$ cat src/rtl/i2c_wm_pkg.sv
package i2c_wm_pkg;

    localparam int BYTE_W = 8;
    localparam int ADDR_W = BYTE_W - 1;
    localparam int BIT_CW = $clog2(BYTE_W + 1);

    typedef enum logic [2:0] {
        ST_IDLE,
        ST_START,
        ST_BLO,
        ST_BHI,
        ST_HOLD,
        ST_PLO,
        ST_PHI,
        ST_PEND
    } wm_state_e;

    typedef struct packed {
        wm_state_e          state;
        logic [BYTE_W-1:0]  shift;
        logic [BIT_CW-1:0]  bitn;
        logic               is_data;
        logic               stop_pend;
        logic               sent;
        logic               err;
    } wm_regs_t;

    localparam wm_regs_t REGS_RST = '{
        state:     ST_IDLE,
        shift:     '0,
        bitn:      '0,
        is_data:   1'b0,
        stop_pend: 1'b0,
        sent:      1'b0,
        err:       1'b0
    };

endpackage

$ cat src/rtl/i2c_wm_cfg.sv
module i2c_wm_cfg #(
    parameter int          DIV_W   = 8,
    parameter int unsigned DIV_RST = 4
) (
    input  logic             clk_i,
    input  logic             rst_ni,
    input  logic             en_i,
    input  logic             we_i,
    input  logic [DIV_W-1:0] wdata_i,
    output logic [DIV_W-1:0] div_o
);

    localparam logic [DIV_W-1:0] DIV_ONE = DIV_W'(1);

    logic [DIV_W-1:0] div_d, div_q;

    always_comb begin
        div_d = div_q;
        if (we_i && !en_i) begin
            div_d = wdata_i;
        end
    end

    always_ff @(posedge clk_i or negedge rst_ni) begin
        if (!rst_ni) begin
            div_q <= DIV_W'(DIV_RST);
        end else begin
            div_q <= div_d;
        end
    end

    assign div_o = (div_q == '0) ? DIV_ONE : div_q;

endmodule

$ cat src/rtl/i2c_wm_tick.sv
module i2c_wm_tick #(
    parameter int DIV_W = 8
) (
    input  logic             clk_i,
    input  logic             rst_ni,
    input  logic             run_i,
    input  logic [DIV_W-1:0] div_i,
    output logic             tick_o
);

    logic [DIV_W-1:0] cnt_d, cnt_q;

    assign tick_o = run_i && (cnt_q == div_i - 1'b1);

    always_comb begin
        if (!run_i || tick_o) begin
            cnt_d = '0;
        end else begin
            cnt_d = cnt_q + 1'b1;
        end
    end

    always_ff @(posedge clk_i or negedge rst_ni) begin
        if (!rst_ni) begin
            cnt_q <= '0;
        end else begin
            cnt_q <= cnt_d;
        end
    end

endmodule

$ cat src/rtl/i2c_wm_txbuf.sv
module i2c_wm_txbuf #(
    parameter int W = 8
) (
    input  logic         clk_i,
    input  logic         rst_ni,
    input  logic         accept_i,
    input  logic         we_i,
    input  logic [W-1:0] data_i,
    input  logic         clear_i,
    output logic         full_o,
    output logic [W-1:0] data_o
);

    logic         full_d, full_q;
    logic [W-1:0] data_d, data_q;

    always_comb begin
        full_d = full_q;
        data_d = data_q;
        if (clear_i) begin
            full_d = 1'b0;
        end else if (we_i && accept_i && !full_q) begin
            full_d = 1'b1;
            data_d = data_i;
        end
    end

    always_ff @(posedge clk_i or negedge rst_ni) begin
        if (!rst_ni) begin
            full_q <= 1'b0;
            data_q <= '0;
        end else begin
            full_q <= full_d;
            data_q <= data_d;
        end
    end

    assign full_o = full_q;
    assign data_o = data_q;

endmodule

$ cat src/rtl/i2c_wr_master.sv
module i2c_wr_master
    import i2c_wm_pkg::*;
#(
    parameter int          DIV_W   = 8,
    parameter int unsigned DIV_RST = 4
) (
    input  logic              clk_i,
    input  logic              rst_ni,
    input  logic              en_i,
    input  logic              cfg_div_we_i,
    input  logic [DIV_W-1:0]  cfg_div_i,
    input  logic [ADDR_W-1:0] addr_i,
    input  logic              start_i,
    input  logic              stop_i,
    input  logic              txd_we_i,
    input  logic [BYTE_W-1:0] txd_i,
    input  logic              sda_i,
    output logic              scl_oe_o,
    output logic              sda_oe_o,
    output logic              busy_o,
    output logic              sent_o,
    output logic              err_o
);

    localparam logic [BIT_CW-1:0] ACK_SLOT = BIT_CW'(BYTE_W);

    wm_regs_t          r_d, r_q;
    logic [DIV_W-1:0]  div_eff;
    logic              tick;
    logic              run;
    logic              buf_full;
    logic [BYTE_W-1:0] buf_data;
    logic              byte_done;
    logic              xfer_end;
    logic              in_bit;

    i2c_wm_cfg #(
        .DIV_W   (DIV_W),
        .DIV_RST (DIV_RST)
    ) u_cfg (
        .clk_i   (clk_i),
        .rst_ni  (rst_ni),
        .en_i    (en_i),
        .we_i    (cfg_div_we_i),
        .wdata_i (cfg_div_i),
        .div_o   (div_eff)
    );

    i2c_wm_tick #(
        .DIV_W (DIV_W)
    ) u_tick (
        .clk_i  (clk_i),
        .rst_ni (rst_ni),
        .run_i  (run),
        .div_i  (div_eff),
        .tick_o (tick)
    );

    i2c_wm_txbuf #(
        .W (BYTE_W)
    ) u_txbuf (
        .clk_i    (clk_i),
        .rst_ni   (rst_ni),
        .accept_i (en_i),
        .we_i     (txd_we_i),
        .data_i   (txd_i),
        .clear_i  (byte_done || xfer_end),
        .full_o   (buf_full),
        .data_o   (buf_data)
    );

    assign run = (r_q.state != ST_IDLE) && (r_q.state != ST_HOLD);

    always_comb begin
        r_d       = r_q;
        r_d.sent  = 1'b0;
        r_d.err   = 1'b0;
        byte_done = 1'b0;
        xfer_end  = 1'b0;

        if (stop_i && r_q.state != ST_IDLE) begin
            r_d.stop_pend = 1'b1;
        end

        unique case (r_q.state)
            ST_IDLE: begin
                r_d.stop_pend = 1'b0;
                if (start_i) begin
                    r_d.state   = ST_START;
                    r_d.shift   = {addr_i, 1'b0};
                    r_d.bitn    = '0;
                    r_d.is_data = 1'b0;
                end
            end
            ST_START: begin
                if (tick) r_d.state = ST_BLO;
            end
            ST_BLO: begin
                if (tick) r_d.state = ST_BHI;
            end
            ST_BHI: begin
                if (tick) begin
                    if (r_q.bitn != ACK_SLOT) begin
                        r_d.shift = {r_q.shift[BYTE_W-2:0], 1'b0};
                        r_d.bitn  = r_q.bitn + 1'b1;
                        r_d.state = ST_BLO;
                    end else begin
                        if (r_q.is_data) begin
                            r_d.sent  = 1'b1;
                            byte_done = 1'b1;
                        end
                        if (sda_i) begin
                            r_d.err   = 1'b1;
                            r_d.state = ST_PLO;
                        end else if (r_d.stop_pend) begin
                            r_d.state = ST_PLO;
                        end else begin
                            r_d.state = ST_HOLD;
                        end
                    end
                end
            end
            ST_HOLD: begin
                if (r_d.stop_pend) begin
                    r_d.state = ST_PLO;
                end else if (buf_full) begin
                    r_d.shift   = buf_data;
                    r_d.bitn    = '0;
                    r_d.is_data = 1'b1;
                    r_d.state   = ST_BLO;
                end
            end
            ST_PLO: begin
                if (tick) r_d.state = ST_PHI;
            end
            ST_PHI: begin
                if (tick) r_d.state = ST_PEND;
            end
            ST_PEND: begin
                if (tick) begin
                    r_d.state = ST_IDLE;
                    xfer_end  = 1'b1;
                end
            end
            default: r_d.state = ST_IDLE;
        endcase

        if (!en_i) begin
            r_d      = REGS_RST;
            xfer_end = 1'b1;
        end
    end

    always_ff @(posedge clk_i or negedge rst_ni) begin
        if (!rst_ni) begin
            r_q <= REGS_RST;
        end else begin
            r_q <= r_d;
        end
    end

    assign in_bit   = ((r_q.state == ST_BLO) || (r_q.state == ST_BHI)) && (r_q.bitn != ACK_SLOT);
    assign scl_oe_o = (r_q.state == ST_BLO) || (r_q.state == ST_HOLD) || (r_q.state == ST_PLO);
    assign sda_oe_o = (r_q.state == ST_START) || (r_q.state == ST_PLO) || (r_q.state == ST_PHI)
                      || (in_bit && !r_q.shift[BYTE_W-1]);
    assign busy_o   = (r_q.state != ST_IDLE);
    assign sent_o   = r_q.sent;
    assign err_o    = r_q.err;

endmodule

$ cat config.mk
export PLATFORM = sky130hd
export DESIGN_NAME = i2c_wr_master
export DESIGN_NICKNAME = d
export VERILOG_FILES = /design/src/rtl/i2c_wm_pkg.sv /design/src/rtl/i2c_wm_cfg.sv /design/src/rtl/i2c_wm_tick.sv /design/src/rtl/i2c_wm_txbuf.sv /design/src/rtl/i2c_wr_master.sv
export SDC_FILE = /design/constraint.sdc
export NUM_CORES = 1
export LEC_CHECK = 0
export ABC_AREA = 1
export BUFFER_PORTS_ARGS = -buffer_cell sky130_fd_sc_hd__clkbuf_2
export CAP_MARGIN = 25
export CORE_MARGIN = 2
export CORE_UTILIZATION = 58
export CTS_CLUSTER_DIAMETER = 40
export CTS_CLUSTER_SIZE = 14
export DETAILED_ROUTE_END_ITERATION = 16
export PLACE_DENSITY = 0.78
export SLEW_MARGIN = 20
export SYNTH_ARGS = -nofsm -noshare
export SYNTH_HDL_FRONTEND = slang
export SYNTH_SLANG_ARGS = --single-unit
$ cat constraint.sdc
create_clock -name clk_i -period 3.56 [get_ports clk_i]
set_clock_uncertainty 0.1 [all_clocks]
set_input_delay 0.712 -clock clk_i [delete_from_list [all_inputs] [get_ports clk_i]]
set_output_delay 0.712 -clock clk_i [all_outputs]
set_load 0.02 [all_outputs]
==> results of run 1 <==
sequential cells by signal, summed over array words and instances (netlist names):
signal          count
u_cfg.div_q         8
u_txbuf.data_o      8
u_tick.cnt_q        8
sent_o              1
err_o               1
u_txbuf.full_o      1
r_q                17
synthesized netlist by cell type:
cell	number	area [µm²]
and3_1	1	6.260
nand2_4	1	11.26
nor3_2	1	10.01
a21oi_2	2	17.52
nor3_1	4	20.02
buf_6	2	22.52
clkbuf_1	2	7.510
nand4_1	13	81.33
ha_1	4	50.05
o211ai_1	2	15.01
nor2_2	2	12.51
nand3_2	4	40.04
nand2_1	94	352.8
buf_2	1	5.000
nand3b_1	2	15.01
nand3b_4	1	20.02
nor2_1	33	123.9
buf_4	1	7.510
o21ai_2	12	105.1
nand2_2	13	81.33
dfrtp_1	43	1076
nand3_4	1	17.52
mux2_2	1	11.26
clkinv_1	1	3.750
nand3_1	28	140.1
inv_4	1	6.260
o21ai_0	7	35.03
xor2_1	7	61.31
nor2_4	6	67.56
inv_2	8	30.03
or2_1	2	12.51
nor3b_1	4	30.03
dfstp_2	1	26.28
xnor2_1	4	35.03
inv_1	24	90.09
a21oi_1	14	70.07
worst max-delay path: cells and delay by family, from the launching register on:
| kind | cells | cell delay, ns |
|---|---|---|
| flip-flops | 1 | 0.55 |
| AND/OR/NAND/NOR | 13 | 1.71 |
| buffers and inverters | 2 | 0.13 |
| AO/OA/AOI/OAI | 1 | 0.12 |
| adder cells (fa/ha/maj) | 1 | 0.23 |
logic make-up after synthesis:
| kind of cell | count (synthesis) | share of synthesized area (%) |
|---|---|---|
| compound gates | 37 | 8.932 |
| fa+ha+maj | 4 | 1.842 |
| simple gates | 210 | 38.35 |
| xor+xnor | 11 | 3.545 |
| flops | 44 | 40.56 |
| mux | 1 | 0.4143 |
| buf+inv | 40 | 6.354 |
how the worst min path moves through the flow:
stage / to / slack [ns] / cells after the start
finish: r_q[17]$_DFFE_PN0P_ / 0.23 / 1
global route: r_q[17]$_DFFE_PN0P_ / 0.28 / 1
CTS: r_q[17]$_DFFE_PN0P_ / 0.25 / 1
detailed placement: u_txbuf.data_o[4]$_DFFE_PN0P_ / 0.37 / 2
global placement: u_txbuf.data_o[3]$_DFFE_PN0P_ / 0.36 / 2
floorplan: err_o$_DFF_PN0_ / 0.32 / 0
layer usage:
layer  GRT usage [%]  share of wire [%]  wire length [µm]
met5               0                  0                 0
met4           7.202               0.92                53
met3           3.611                4.3               246
met2           37.92                 46              2627
met1           34.30                 49              2818
layout make-up:
type	instances	area, µm²	share of cell area, %
inverters	34	130.1	4.292
well taps	52	65.06	2.146
flip-flops and latches	44	1102	36.36
multi-input cells	263	1443	47.59
clock buffers	7	96.34	3.178
repair buffers	36	195.2	6.438
power by group:
part           switching (mW)  internal, mW
clock network           0.168         0.173
logic                   0.346         0.175
registers              0.0792         0.587
total                   0.593         0.935
==> impl_metrics.csv, run 1 <==
group,metric,value,unit
routing,vias,2352,
run_status,outcome,"complete, no violations",
timing,finalHoldViolations,0,
clock_network,cts_sinks,44,
clock_network,clk_pin_slew,0.09,ns
setup_path,required,3.70,ns
hold_path,min_path_type,"input pin to asynchronous set/reset pin",
floorplanning,fp-row-count,24,
setup_path,r2r_slack,0.67,ns
routing,drc,0,
logic_synthesis,ys_seq_elements,44,
final_layout,layout.cells.non_filler,436,
setup_path,crit_top_cell,"nand2_1",
timing,post-route-period-util,81.27,%
place,place_area,2935,µm²
final_layout,diodes,0,
grt,grt_overflow,0,
setup_path,crit_path_cell_trace,"inv_2 -> nand2_2 -> nor2_4 -> nand2_4 -> nand2_1 -> inv_1 -> ha_1 -> nand4_1 -> nand3_1 -> nand2_1 -> a21oi_1 -> nand2_1 -> nor2_1 -> nand4_1 -> nand3_2 -> nand2_1 -> nand2_1",
logic_synthesis,yosys_warnings,0,
clock_network,clockBufferDepth,2,
clock_network,cts-buffers-inserted,5,
logic_synthesis,synth.distinct_cells,36,
timing,tightest_slew,0.5363,ns
setup_path,r2r-end,"u_txbuf.data_o[5]$_DFFE_PN0P_",
place,place_congestion,0.8255,
setup_path,timing.rr.start,"u_cfg.div_q[2]$_DFFE_PN1P_",
logic_synthesis,synth_area_per_cell,7.832,µm²
clock_network,clk-insertion-delay-late,0.30,ns
power_and_ir_drop,power.total,1.528,mW
timing,setup_tns,0,ns
place,numPortBuffers,35,
final_layout,fin_area,3032,µm²
floorplanning,die_h,72.45,µm
timing,slew_headroom,64.12,%
routing,totalWireLength,5744,µm
timing,setup_viol,0,
place,place_ws,0.7062,ns
setup_path,r2r_cells,17,
power_and_ir_drop,leakage,1.518,nW
setup_path,cp-end-kind,"flip-flop",
timing,fin_crit,2.893,ns
logic_synthesis,ys_seq_area_share,40.56,%
routing,ant_nets,0,
final_layout,drive_gt1_share,25.26,%
place,dpl.hpwl,4329,µm
routing,first_iter_violations,126,
setup_path,critPathKind,"flip-flop to flip-flop",
timing,worst_slack,0.6669,ns
setup_path,critPathMaxStageDelay,0.55,ns
final_layout,syn_to_final_growth,11.56,%
grt,grt_max_degree,30,
timing,fmax,345.6,MHz
setup_path,worstPathMaxFanout,11,
place,dp.cells,429,
routing,firstDrtPassIters,4,
floorplanning,start_util,61.15,%
clock_network,cts_tree,"yes",
floorplanning,io_pins,36,
clock_network,cts-root-buf,"clkbuf_8",
floorplanning,die_x,72.45,µm
final_layout,final_cell_mix,"94 x nand2_1, 43 x dfrtp_1, 35 x clkbuf_2",
final_layout,layout_commonest_cell,"nand2_1",
timing,rsz0062_at_grt,"no",
setup_path,slowest_stage,"dfstp_2",
routing,wl_per_cell,13.17,µm
clock_network,postCtsHoldBufs,0,
clock_network,post_cts_buffers,0,
grt,grt_pass1_vias,2259,
grt,grt_pass1_wl,9887,µm
logic_synthesis,synth_area,2718,µm²
timing,holdWs,0.2342,ns
final_layout,fillerInstances,392,
clock_network,cts_resized,0,
final_layout,final_util,68.22,%
setup_path,crit_arrival,3.03,ns
routing,vias_per_cell,5.394,
logic_synthesis,postSynthCellCount,347,
clock_network,htreeDepth,2,
setup_path,startpoint,"u_cfg.div_q[2]$_DFFE_PN1P_",
power_and_ir_drop,power_density,504.0,nW/µm²
grt,grt_use_total,23.95,%
floorplanning,die_area,5249,µm²
final_layout,nets,419,
logic_synthesis,synthesis.nets,382,
floorplanning,placeableCoreArea,4444,µm²
setup_path,worstSetupStartpointType,"flip-flop",
setup_path,cp-endpoint,"u_txbuf.data_o[5]$_DFFE_PN0P_",
timing,slew_viol_final,0,
grt,antenna_found_initial,0,
run,max-cap-violations,0,
power_and_ir_drop,ir_worst_vdd,0.3424,mV
Note: power is estimated with default switching activity, not from simulation.
==> inputs of run 2 (changes only) <==
--- a/config.mk
+++ b/config.mk
@@ -5,15 +5,15 @@
 export SDC_FILE = /design/constraint.sdc
 export NUM_CORES = 1
 export LEC_CHECK = 0
-export ABC_AREA = 1
+export ABC_AREA = 0
 export BUFFER_PORTS_ARGS = -buffer_cell sky130_fd_sc_hd__clkbuf_2
 export CAP_MARGIN = 25
 export CORE_MARGIN = 2
-export CORE_UTILIZATION = 58
+export CORE_UTILIZATION = 52
 export CTS_CLUSTER_DIAMETER = 40
 export CTS_CLUSTER_SIZE = 14
 export DETAILED_ROUTE_END_ITERATION = 16
-export PLACE_DENSITY = 0.78
+export PLACE_DENSITY = 0.74
 export SLEW_MARGIN = 20
 export SYNTH_ARGS = -nofsm -noshare
 export SYNTH_HDL_FRONTEND = slang
==> constraint.sdc (replaced) <==
create_clock -name clk_i -period 2.51 [get_ports clk_i]
set_clock_uncertainty 0.1 [all_clocks]
set_input_delay 0.502 -clock clk_i [delete_from_list [all_inputs] [get_ports clk_i]]
set_output_delay 0.502 -clock clk_i [all_outputs]
set_load 0.02 [all_outputs]
==> run 2 against run 1 <==
The run now ends with negative setup slack left. Critical path depth is 6 lower. Register-to-register slack got worse by 1.0 ns. Final area increased by 13%. Worst setup slack got worse by 1.0 ns. Die area rose by 8.1%. Fmax rose by 0.44%. Critical endpoint is now u_txbuf.data_o[0]$_DFFE_PN0P_. Hold slack lost 0.22 ns. Largest power group is now combinational logic. Flip-flop and latch count stayed put. Global-route usage grew 1.6 points. Utilization is 2.8 points higher.
==> impl_metrics.csv, run 2 <==
group,metric,value,unit
final_layout,syn_to_final_growth,29.28,%
floorplanning,start_util,54.91,%
logic_synthesis,yosys.area.top_type_share,40.68,%
final_layout,fin_area,3420,µm²
place,numPortBuffers,35,
logic_synthesis,synthesis.nets,309,
clock_network,cts-root-buf,"clkbuf_8",
power_and_ir_drop,power_density,932.4,nW/µm²
final_layout,final_cell_mix,"43 x dfrtp_1, 35 x clkbuf_2, 33 x buf_4",
timing,fmax,347.2,MHz
clock_network,clk-insertion-delay-late,0.31,ns
logic_synthesis,synth_enable_flop_cells,0,
setup_path,r2r-end,"u_txbuf.data_o[0]$_DFFE_PN0P_",
place,place_ws,-0.4115,ns
floorplanning,fp-row-count,25,
final_layout,largest_register_ffs,17,
logic_synthesis,yosys_warnings,0,
logic_synthesis,ys.flop_type,"dfrtp_1",
setup_path,cp-end-kind,"flip-flop",
final_layout,top_register,"r_q",
grt,grt_pass1_vias,2395,
place,dpl.hpwl,4628,µm
clock_network,clk_pin_slew,0.08,ns
clock_network,cts_sinks,44,
floorplanning,die_area,5673,µm²
grt,grt_overflow,0,
place,place_area,3144,µm²
setup_path,worstSetupStartpointType,"flip-flop",
logic_synthesis,synth.largest_area_cell,"dfrtp_1",
routing,vias_per_cell,5.880,
power_and_ir_drop,ir_worst_vdd,0.5003,mV
logic_synthesis,ys_seq_area_share,41.67,%
power_and_ir_drop,leakage,1.523,nW
logic_synthesis,ys_top_cells_by_count,"43 x dfrtp_1, 31 x nand2_1, 26 x nor2_1, 17 x mux2_2",
setup_path,r2r_cells,11,
setup_path,critPathKind,"flip-flop to flip-flop",
setup_path,crit_arrival,2.98,ns
logic_synthesis,synth_area_per_cell,9.653,µm²
timing,setup_tns,-9.756,ns
routing,firstDrtPassIters,5,
logic_synthesis,yosys-top-cells-area,"dfrtp_1 41%, mux2_2 7.2%, nand2_1 4.4%",
setup_path,worstPathMaxFanout,8,
hold_path,min_path_type,"input pin to asynchronous set/reset pin",
setup_path,required,2.61,ns
timing,rsz0062_at_grt,"yes",
grt,grt_use_total,25.52,%
grt,antenna_found_initial,0,
setup_path,r2r_slack,-0.37,ns
logic_synthesis,synth_area,2645,µm²
logic_synthesis,async_flop_share,100.0,%
routing,ant_nets,0,
routing,drc,0,
place,dp.cells,396,
place,place_congestion,0.9402,
routing,totalWireLength,6762,µm
final_layout,drive_gt1_share,39.88,%
timing,post-route-period-util,114.8,%
timing,finalHoldViolations,0,
routing,vias,2399,
clock_network,cts_tree,"yes",
routing,wl_per_cell,16.57,µm
logic_synthesis,ys_seq_elements,44,
floorplanning,die_h,75.32,µm
final_layout,nets,375,
logic_synthesis,synth.distinct_cells,50,
floorplanning,placeableCoreArea,4817,µm²
final_layout,diodes,0,
floorplanning,io_pins,36,
clock_network,postCtsHoldBufs,0,
timing,fin_crit,2.880,ns
run_status,violations,"negative setup slack",
final_layout,layout_commonest_cell,"dfrtp_1",
timing,setup_viol,34,
timing,tightest_slew,0.7074,ns
logic_synthesis,synth.most_common_cell,"dfrtp_1",
routing,first_iter_violations,229,
run,max-cap-violations,0,
floorplanning,die_x,75.32,µm
clock_network,htreeDepth,2,
clock_network,cts-buffers-inserted,5,
grt,grt_pass1_wl,10960,µm
clock_network,clockBufferDepth,2,
run_status,outcome,"complete, but fails checks",
setup_path,timing.rr.start,"u_cfg.div_q[5]$_DFFE_PN0P_",
timing,slew_headroom,52.34,%
power_and_ir_drop,power.total,3.189,mW
timing,slew_viol_final,0,
logic_synthesis,postSynthCellCount,274,
final_layout,layout.cells.non_filler,408,
grt,grt_max_degree,28,
timing,worst_slack,-0.3704,ns
[run 2: logic make-up (layout without fill, tap and decap cells)]
family,Yosys count,in the layout,synth area share (%)
AND/OR/NAND/NOR,93,93,17.17
AO/OA/AOI/OAI,70,71,19.54
flip-flops,44,44,41.67
multiplexers,25,25,11.40
buffers and inverters,24,90,3.690
XOR/XNOR,14,14,4.636
adder cells (fa/ha/maj),4,4,1.892
[run 2: timing repair]
item / 4_1_cts / 5_1_grt
cloned: 1 / 0
pin swaps: 19 / 0
buffers inserted: 4 / 0
resized for setup: 30 / 0
endpoints found under the setup margin: 34 / 34
[run 2: metal layers]
layer | global-route usage, % | wire length [µm]
met5 | 0 | 0
met3 | 5.026 | 409
met1 | 34.21 | 3060
met4 | 11.70 | 144
met2 | 40.10 | 3147
[run 2: report_power, final]
part           switching [mW]  total [mW]  internal, mW  leakage (nW)
Combinational           0.952        1.74         0.785         0.915
Clock                   0.259       0.453         0.194        0.0479
Sequential              0.135       0.999         0.864         0.560
[run 2: cell type report]
cell class / count / area [µm²]
Tap cell: 67 / 83.83
Timing Repair Buffer: 73 / 496.7
Inverter: 9 / 33.78
Sequential cell: 44 / 1102
Multi-Input combinational cell: 207 / 1615
Clock inverter: 3 / 18.77
Clock buffer: 5 / 68.82
Fill cell: 373 / 1398
[run 2: worst max-delay path by stage]
stage	start	end	slack, ns
global placement	u_cfg.div_q[2]$_DFFE_PN1P_	err_o$_DFF_PN0_	-0.35
global route	u_cfg.div_q[5]$_DFFE_PN0P_	r_q[7]$_DFFE_PN0P_	-0.51
detailed placement	u_cfg.div_q[2]$_DFFE_PN1P_	sent_o$_DFF_PN0_	-0.41
CTS	u_cfg.div_q[5]$_DFFE_PN0P_	u_txbuf.data_o[4]$_DFFE_PN0P_	-0.36
floorplan	u_cfg.div_q[2]$_DFFE_PN1P_	r_q[10]$_DFFE_PN0P_	-0.47
finish	u_cfg.div_q[5]$_DFFE_PN0P_	u_txbuf.data_o[0]$_DFFE_PN0P_	-0.37
[run 2: per-stage QoR]
| step | utilization (%) | hold WS [ns] |
|---|---|---|
| 4_1_cts | 70.99 | 0.02177 |
| 6_report | 70.99 | 0.01668 |
| 3_5_place_dp | 65.27 | 0.3530 |
| 2_1_floorplan | - | 0.1064 |
| 5_1_grt | 70.99 | 0.04058 |
| 3_3_place_gp | 65.27 | 0.3589 |
[run 2: critical path: stages (launching register included)]
cell	delay [ns]
dfrtp_1	0.41
nor4_4	0.30
a31oi_2	0.18
ha_4	0.30
xnor2_2	0.11
and4b_1	0.23
nor2_2	0.13
a2111oi_4	0.07
and2_4	0.18
a211oi_4	0.28
buf_12	0.16
mux2_2	0.33
